===== src/rtl/ldx_pkg.sv =====
`timescale 1ns/1ps
package ldx_pkg;
  // Access kind codes decoded by the alignment unit.
  typedef enum logic [2:0] {
    KIND_WORD  = 3'b000,
    KIND_UBYTE = 3'b001,
    KIND_SBYTE = 3'b010,
    KIND_UHALF = 3'b011,
    KIND_SHALF = 3'b100,
    KIND_SWAP  = 3'b101
  } ldx_kind_e;
endpackage


===== src/rtl/ldx_rotator.sv =====
`timescale 1ns/1ps
// Rotates a word right by whole lanes: output lane o takes input lane (o+sh) mod LANES.
module ldx_rotator #(
  parameter int LANE_W = 8,
  parameter int LANES  = 4,
  localparam int DW    = LANE_W * LANES,
  localparam int SW    = $clog2(LANES)
) (
  input  logic [DW-1:0] din,
  input  logic [SW-1:0] sh,
  output logic [DW-1:0] dout
);
  for (genvar o = 0; o < LANES; o++) begin : g_lane
    logic [SW-1:0] src;
    assign src = SW'(o) + sh;
    assign dout[o*LANE_W +: LANE_W] = din[src*LANE_W +: LANE_W];
  end
endmodule


===== src/rtl/ldx_extend.sv =====
`timescale 1ns/1ps
// Widens a narrow field to the full word with zero or sign fill.
module ldx_extend #(
  parameter int IN_W  = 8,
  parameter int OUT_W = 32
) (
  input  logic [IN_W-1:0]  val,
  input  logic             sign_en,
  output logic [OUT_W-1:0] dout
);
  logic fill;
  assign fill = sign_en & val[IN_W-1];
  assign dout = {{(OUT_W-IN_W){fill}}, val};
endmodule


===== src/rtl/load_align_ext.sv =====
`timescale 1ns/1ps
module load_align_ext #(
  parameter int LANE_W       = 8,
  parameter int LANES        = 4,
  parameter bit PC_LSB_CLEAR = 1'b1,
  localparam int DW          = LANE_W * LANES,
  localparam int AW          = $clog2(LANES),
  localparam int HW          = 2 * LANE_W,
  localparam int HAW         = AW - 1
) (
  input  logic [DW-1:0] rd_word,
  input  logic [AW-1:0] addr_lo,
  input  logic [2:0]    kind,
  input  logic          dest_is_pc,
  output logic [DW-1:0] wb_data
);
  import ldx_pkg::*;

  ldx_kind_e     kind_e;
  logic [DW-1:0] rot_word;
  logic [DW-1:0] word_res;
  logic [LANE_W-1:0] byte_lane;
  logic [HW-1:0]     half_lane;
  logic [HAW-1:0]    half_sel;
  logic [DW-1:0]     byte_ext;
  logic [DW-1:0]     half_ext;
  logic              byte_signed;
  logic              half_signed;

  assign kind_e = ldx_kind_e'(kind);

  ldx_rotator #(.LANE_W(LANE_W), .LANES(LANES)) u_rot (
    .din  (rd_word),
    .sh   (addr_lo),
    .dout (rot_word)
  );

  // Lane pick: byte by full offset, halfword by the offset without its low bit.
  assign half_sel  = addr_lo[AW-1:1];
  assign byte_lane = rd_word[addr_lo*LANE_W +: LANE_W];
  assign half_lane = rd_word[half_sel*HW +: HW];

  assign byte_signed = (kind_e == KIND_SBYTE);
  assign half_signed = (kind_e == KIND_SHALF);

  ldx_extend #(.IN_W(LANE_W), .OUT_W(DW)) u_ext_b (
    .val     (byte_lane),
    .sign_en (byte_signed),
    .dout    (byte_ext)
  );

  ldx_extend #(.IN_W(HW), .OUT_W(DW)) u_ext_h (
    .val     (half_lane),
    .sign_en (half_signed),
    .dout    (half_ext)
  );

  // Program-counter destination masking, chosen at build time.
  if (PC_LSB_CLEAR) begin : g_pc_mask
    assign word_res = {rot_word[DW-1:1], rot_word[0] & ~dest_is_pc};
  end else begin : g_pc_pass
    assign word_res = rot_word;
  end

  always_comb begin
    unique case (kind_e)
      KIND_WORD:              wb_data = word_res;
      KIND_SWAP:              wb_data = rot_word;
      KIND_UBYTE, KIND_SBYTE: wb_data = byte_ext;
      KIND_UHALF, KIND_SHALF: wb_data = half_ext;
      default:                wb_data = '0;
    endcase
  end
endmodule


===== config.mk =====
export PLATFORM = sky130hd
export DESIGN_NAME = load_align_ext
export DESIGN_NICKNAME = d
export VERILOG_FILES = /design/src/rtl/ldx_pkg.sv /design/src/rtl/ldx_rotator.sv /design/src/rtl/ldx_extend.sv /design/src/rtl/load_align_ext.sv
export SDC_FILE = /design/constraint.sdc
export NUM_CORES = 1
export LEC_CHECK = 0
export BUFFER_PORTS_ARGS = -buffer_cell sky130_fd_sc_hd__buf_4
export CORE_UTILIZATION = 59
export DETAILED_ROUTE_END_ITERATION = 10
export GPL_ROUTABILITY_DRIVEN = 0
export PLACE_DENSITY_LB_ADDON = 0.2
export SYNTH_ARGS = -nofsm -noshare
export SYNTH_HDL_FRONTEND = slang
export SYNTH_HIERARCHICAL = 1
export SYNTH_SLANG_ARGS = --single-unit

===== constraint.sdc =====
create_clock -name vclk -period 2.01
set_clock_uncertainty 0.1 [all_clocks]
set_input_delay 0.1005 -clock vclk [all_inputs]
set_output_delay 0.1005 -clock vclk [all_outputs]
set_load 0.01 [all_outputs]

==> qor.yml, run 1 <==
synthesis:
  ys_warn_count: 6
  netlist.area_leader.share_pct: 21.67
  seq_area_frac_synth_pct: 0
  synth_top_area_cell: "mux4_2"
  syn_area_sq_um: 3222
  syn-num-nets: 359
  synth.distinct_cells: 25
  syn_inst: 321
  synth_area_leaders: "mux4_2 (22%), mux2i_1 (20%), buf_4 (16%), mux2_1 (11%), o221ai_1 (8.4%)"
  syn_avg_cell_area_sq_um: 10.04
floorplanning:
  initial_core_util_pct: 62.29
  io-pin-count: 70
  fp.dieH_um: 75.90
  die-area_sq_um: 5760
  core_area_sq_um: 5172
  die_x_um: 75.90
  row_count: 26
worst_setup_path:
  crit_type: "primary input to output pin"
  required_ns: 1.81
  worstPathMaxFanout: 10
  startpoint_type: "primary input"
  crit_arrival_ns: 1.72
  crit_path_end_kind: "output pin"
power_and_ir_drop:
  peakVddDrop_mv: 0.1444
  p_leak_nw: 1.434
  p_int_mw: 0.4533
  clkPwrFrac_pct: 0
  p_sw_share_pct: 45.56
  net-switching-power_mw: 0.3794
  p_per_area_nw_per_um2: 249.6
  power_frac_seq_pct: 0
  combPwrFrac_pct: 100.0
min_path:
  hp-class: "primary input to output pin"
routing:
  vias_per_cell: 6.463
  routed-via-count: 2469
  drt-pass1-iter-count: 4
  drt_iter0_markers: 167
  drt-total-wl_um: 6801
  detail-route-antenna-nets: 0
  post-route-drc-count: 0
  wl_per_cell_um: 17.80
grt:
  grt_overflow: 0
  grt_pass1_wl_um: 10610
  grt_pass1_vias: 2187
  antenna_found_initial: 0
  grt_usage_pct: 23.38
  grt_max_degree: 46
sta:
  slew_headroom_pct: 70.76
  max_slew.worst_pin.slew_ns: 0.4386
  setup_viol: 0
  tns_ns: 0
  period_share_pct: 95.41
  period_minus_slack_ns: 1.918
  drv_slew: 0
  finalHoldViolCount: 0
  max_freq_ghz: 0.5214
  grt_setup_unrepaired: "false"
cells_and_area:
  insertedDiodeCount: 0
  layout.cells.non_filler: 382
  nClkBuffers: 0
  regArea_sq_um: 0
  seq_cells: 0
  syn2layout_area_growth_pct: 3.534
  drive_gt1_share_pct: 46.15
  fin_nets: 352
clocking:
  cts_hold_buffers: 0
run_status:
  status: "completed"
place:
  port_buffers: 70
  dp_hpwl_um: 4808
  placedCellCount: 379
run:
  drv_cap: 0
logic make-up (layout without fill, tap and decap cells):
logic type             Yosys count  in the layout  share of synthesized area (%)
buffers and inverters           96             87                          22.72
AND/OR/NAND/NOR                 39             39                          5.282
AO/OA/AOI/OAI                   36             36                          9.554
multiplexers                   150            150                          62.45
metal layers:
layer | part of all wire, % | GRT usage, % | wire, um | up-vias
li1 | - | - | - | 1181
met1 | 47 | 35.17 | 3220 | 1219
met2 | 48 | 38.84 | 3289 | 61
met3 | 3.4 | 1.190 | 232 | 8
met4 | 0.85 | 1.235 | 58 | 0
met5 | 0 | 0 | 0 | -
cells in the mapped netlist (2+ instances only):
cell and instances:
and2_1 2, buf_1 2, buf_12 3, buf_2 9
buf_4 69, buf_6 7, clkbuf_1 6, mux2_1 31
mux2_2 14, mux2_4 10, mux2i_1 63, mux4_2 31
nand2_1 31, nor3b_1 2, o221ai_1 31
cell type report:
| class | count | area [sq um] |
|---|---|---|
| Tap cell | 70 | 87.58 |
| Multi-Input combinational cell | 225 | 2490 |
| Fill cell | 421 | 1837 |
| Timing Repair Buffer | 87 | 758.2 |
path summary, 6_finish.rpt:
check / cells after the start / endpoint / slack (ns) / from
worst max-delay path: 7 / wb_data[20] / 0.09 / addr_lo[0]
worst min-delay path: 3 / wb_data[0] / 0.44 / kind[1]
cell usage in the layout (no fill, tap or decap), drive strengths merged, types with 2 or more instances in the layout:
| cell | n |
|---|---|
| buf | 86 |
| mux2i | 63 |
| mux2 | 55 |
| mux4 | 32 |
| nand2 | 31 |
| o221ai | 31 |
| nor3b | 2 |
| and2 | 2 |
repair_timing:
action | in CTS | in global routing
gates resized for setup | 0 | 2
setup endpoints to repair | 0 | 3
buffers inserted | 0 | 2
endpoints found under the hold margin | 0 | 0
power by group through the flow:
stage          clock network, mW  logic (mW)  registers (mW)
2_1_floorplan                  0       0.648               0
3_3_place_gp                   0       0.800               0
3_5_place_dp                   0       0.818               0
4_1_cts                        0       0.821               0
5_1_grt                        0       0.901               0
6_report                       0       0.833               0
worst max-delay path, cell delays in order:
cell and delay, ns:
buf_4 0.19, buf_12 0.17, mux4_2 0.55, mux2_1 0.31, nand2_1 0.07, o221ai_1 0.14, buf_4 0.18
per-stage QoR:
step / area, sq um / hold slack [ns] / util, % / total power, mW / setup WS [ns]
final: 3336 / 0.4365 / 64.49 / 0.8327 / 0.09226
after global routing: 3336 / 0.4622 / 64.49 / 0.9006 / 0.008645
after CTS: 3296 / 0.4436 / 63.72 / 0.8210 / 0.08373
after detailed placement: 3296 / 0.4428 / 63.72 / 0.8179 / 0.08517
after global placement: 3296 / 0.4381 / 63.72 / 0.8004 / 0.1079
after floorplan: 3222 / 0.1936 / - / 0.6479 / 0.04327
No activity file was read; power rests on OpenSTA's default activity.
==> run 2: changes to the inputs <==
Settings changed: SETUP_SLACK_MARGIN set to 0.1.
==> run 2 against run 1 <==
  * Design area is 1.2% higher
  * Combinational power is 1% higher
  * First-iteration DRC count up 20%
  * Sequential cell count unchanged
  * Routed wire length rose by 0.25%
  * Critical path depth increased by 2
  * Non-clock buffer count up 2
  * Die area did not move
  * Power is 1.3% higher
  * Maximum frequency grew 2.7%
  * Utilization up 0.77 points
  * Global-route usage increased by 0.054 points
  * Critical path type unchanged
==> qor.yml, run 2 (synthesized netlist as in run 1, its figures left out) <==
power_and_ir_drop:
  p_leak_nw: 1.451  # was 1.434 nW
  p_per_area_nw_per_um2: 249.9  # was 249.6 nW/um^2
  peakVddDrop_mv: 0.1512  # was 0.1444 mV
grt:
  grt_pass1_wl_um: 10630  # was 10610 um
  grt_max_degree: 73  # was 46
  antenna_found_initial: 0  # unchanged
  grt_overflow: 0  # unchanged
  grt_usage_pct: 23.44  # was 23.38%
  grt_pass1_vias: 2145  # was 2187
cells_and_area:
  final_common_cell: "buf_4"  # unchanged
  nClkBuffers: 0  # unchanged
  layout.cells.non_filler: 384  # was 382
  n_fill_cell: 421  # unchanged
  regArea_sq_um: 0  # unchanged
  most-common-layout-cells: "buf_4 (80), mux2i_1 (63), mux4_2 (32)"  # was buf_4 (79), mux2i_1 (62), mux4_2 (32)
  fin_nets: 354  # was 352
  seq_cells: 0  # unchanged
  drive_gt1_share_pct: 47.77  # was 46.15%
  insertedDiodeCount: 0  # unchanged
  syn2layout_area_growth_pct: 4.777  # was 3.534%
  multi_input_area_sq_um: 2517  # was 2490 sq um
routing:
  routed-via-count: 2530  # was 2469
  drt-total-wl_um: 6818  # was 6801 um
  post-route-drc-count: 0  # unchanged
  wl_per_cell_um: 17.76  # was 17.80 um
  detail-route-antenna-nets: 0  # unchanged
  drt-pass1-iter-count: 4  # unchanged
  vias_per_cell: 6.589  # was 6.463
  drt_iter0_markers: 200  # was 167
place:
  place_ws_ns: 0.05775  # was 0.08517 ns
  dp_hpwl_um: 4750  # was 4808 um
  port_buffers: 70  # unchanged
  placedCellCount: 379  # unchanged
worst_setup_path:
  critical-path-max-stage-delay_ns: 0.31  # was 0.55 ns
  crit_arrival_ns: 1.67  # was 1.72 ns
  crit_path_end_kind: "output pin"  # unchanged
  crit_chain: "buf_6, mux2_4, buf_4, and2_1, buf_12, mux2_1, nand2_1, o221ai_1, buf_4"  # was buf_4, buf_12, mux4_2, mux2_1, nand2_1, o221ai_1, buf_4
  worstPathMaxFanout: 24  # was 10
  cp_common_cell: "buf_4"  # unchanged
  crit_slowest_cell: "mux2_4"  # was mux4_2
  crit_type: "primary input to output pin"  # unchanged
  required_ns: 1.81  # about the same
  startpoint_type: "primary input"  # unchanged
floorplanning:
  core_area_sq_um: 5172  # unchanged
  die_x_um: 75.90  # unchanged
  fp.dieH_um: 75.90  # unchanged
  row_count: 26  # unchanged
  die-area_sq_um: 5760  # unchanged
  initial_core_util_pct: 62.29  # unchanged
  io-pin-count: 70  # unchanged
min_path:
  min_from: "kind[1]"  # unchanged
  holdPathStages: 3  # unchanged
  min_to: "wb_data[0]"  # unchanged
  hp-class: "primary input to output pin"  # unchanged
sta:
  tns_ns: 0  # unchanged
  max_freq_ghz: 0.5356  # was 0.5214 GHz
  slew_headroom_pct: 69.37  # was 70.76%
  grt_setup_unrepaired: "true"  # was false
  setup_ws_ns: 0.1428  # was 0.09226 ns
  period_minus_slack_ns: 1.867  # was 1.918 ns
  max_slew.worst_pin.slew_ns: 0.4594  # was 0.4386 ns
  finalHoldViolCount: 0  # unchanged
  holdWs_ns: 0.4368  # was 0.4365 ns
  period_share_pct: 92.90  # was 95.41%
  setup_viol: 0  # unchanged
  drv_slew: 0  # unchanged
clocking:
  cts_hold_buffers: 0  # unchanged
run:
  drv_cap: 0  # unchanged
run_status:
  status: "completed"  # unchanged
==> run 2: report_power, final <==
| part | total, mW | internal [mW] | switching [mW] |
|---|---|---|---|
| clock | 0 | 0 | 0 |
| combinational | 0.844 | 0.460 | 0.384 |
| sequential | 0 | 0 | 0 |
==> run 2: layer usage <==
layer / vias to the layer above / track usage (%) / part of all wire [%]
li1: 1184 / - / -
met1: 1265 / 35.12 / 45
met2: 75 / 39.23 / 50
met3: 6 / 0.6614 / 4.4
met4: 0 / 1.852 / 0.73
met5: - / 0 / 0
==> run 2: critical path: cells and delay by family <==
family	cells	cell delay (ns)
buffers and inverters	4	0.59
AND/OR/NAND/NOR	2	0.24
multiplexers	2	0.59
AO/OA/AOI/OAI	1	0.13
==> run 2: worst max path at each step <==
stage	start	endpoint	slack [ns]	cells after the start
after floorplan	addr_lo[1]	wb_data[23]	0.14	8
after global placement	addr_lo[1]	wb_data[14]	0.07	7
after detailed placement	addr_lo[1]	wb_data[8]	0.06	7
after CTS	addr_lo[1]	wb_data[29]	0.1	8
after global routing	addr_lo[1]	wb_data[28]	0.08	9
final	addr_lo[1]	wb_data[28]	0.14	9
==> run 2: layout make-up <==
type | instances | share of cell area (%)
Tap cell | 70 | 2.595
Multi-Input combinational cell | 225 | 74.57
Timing Repair Buffer | 89 | 22.83
==> run 2: repair_timing <==
| action | 4_1_cts | 5_1_grt |
|---|---|---|
| setup buffers | 1 | 3 |
| pin swaps | 2 | 3 |
| setup endpoints to repair | 9 | 13 |
| cloned | 1 | 0 |
| resized for setup | 7 | 3 |
==> run 2: stage by stage <==
step                      util [%]  cell area, sq um  power (mW)
final                        65.26              3376      0.8436
after global routing         65.26              3376      0.9085
after CTS                    64.88              3356      0.8343
after detailed placement     63.50              3284      0.8151
after global placement       63.50              3284      0.7993
after floorplan                  -              3223      0.6477
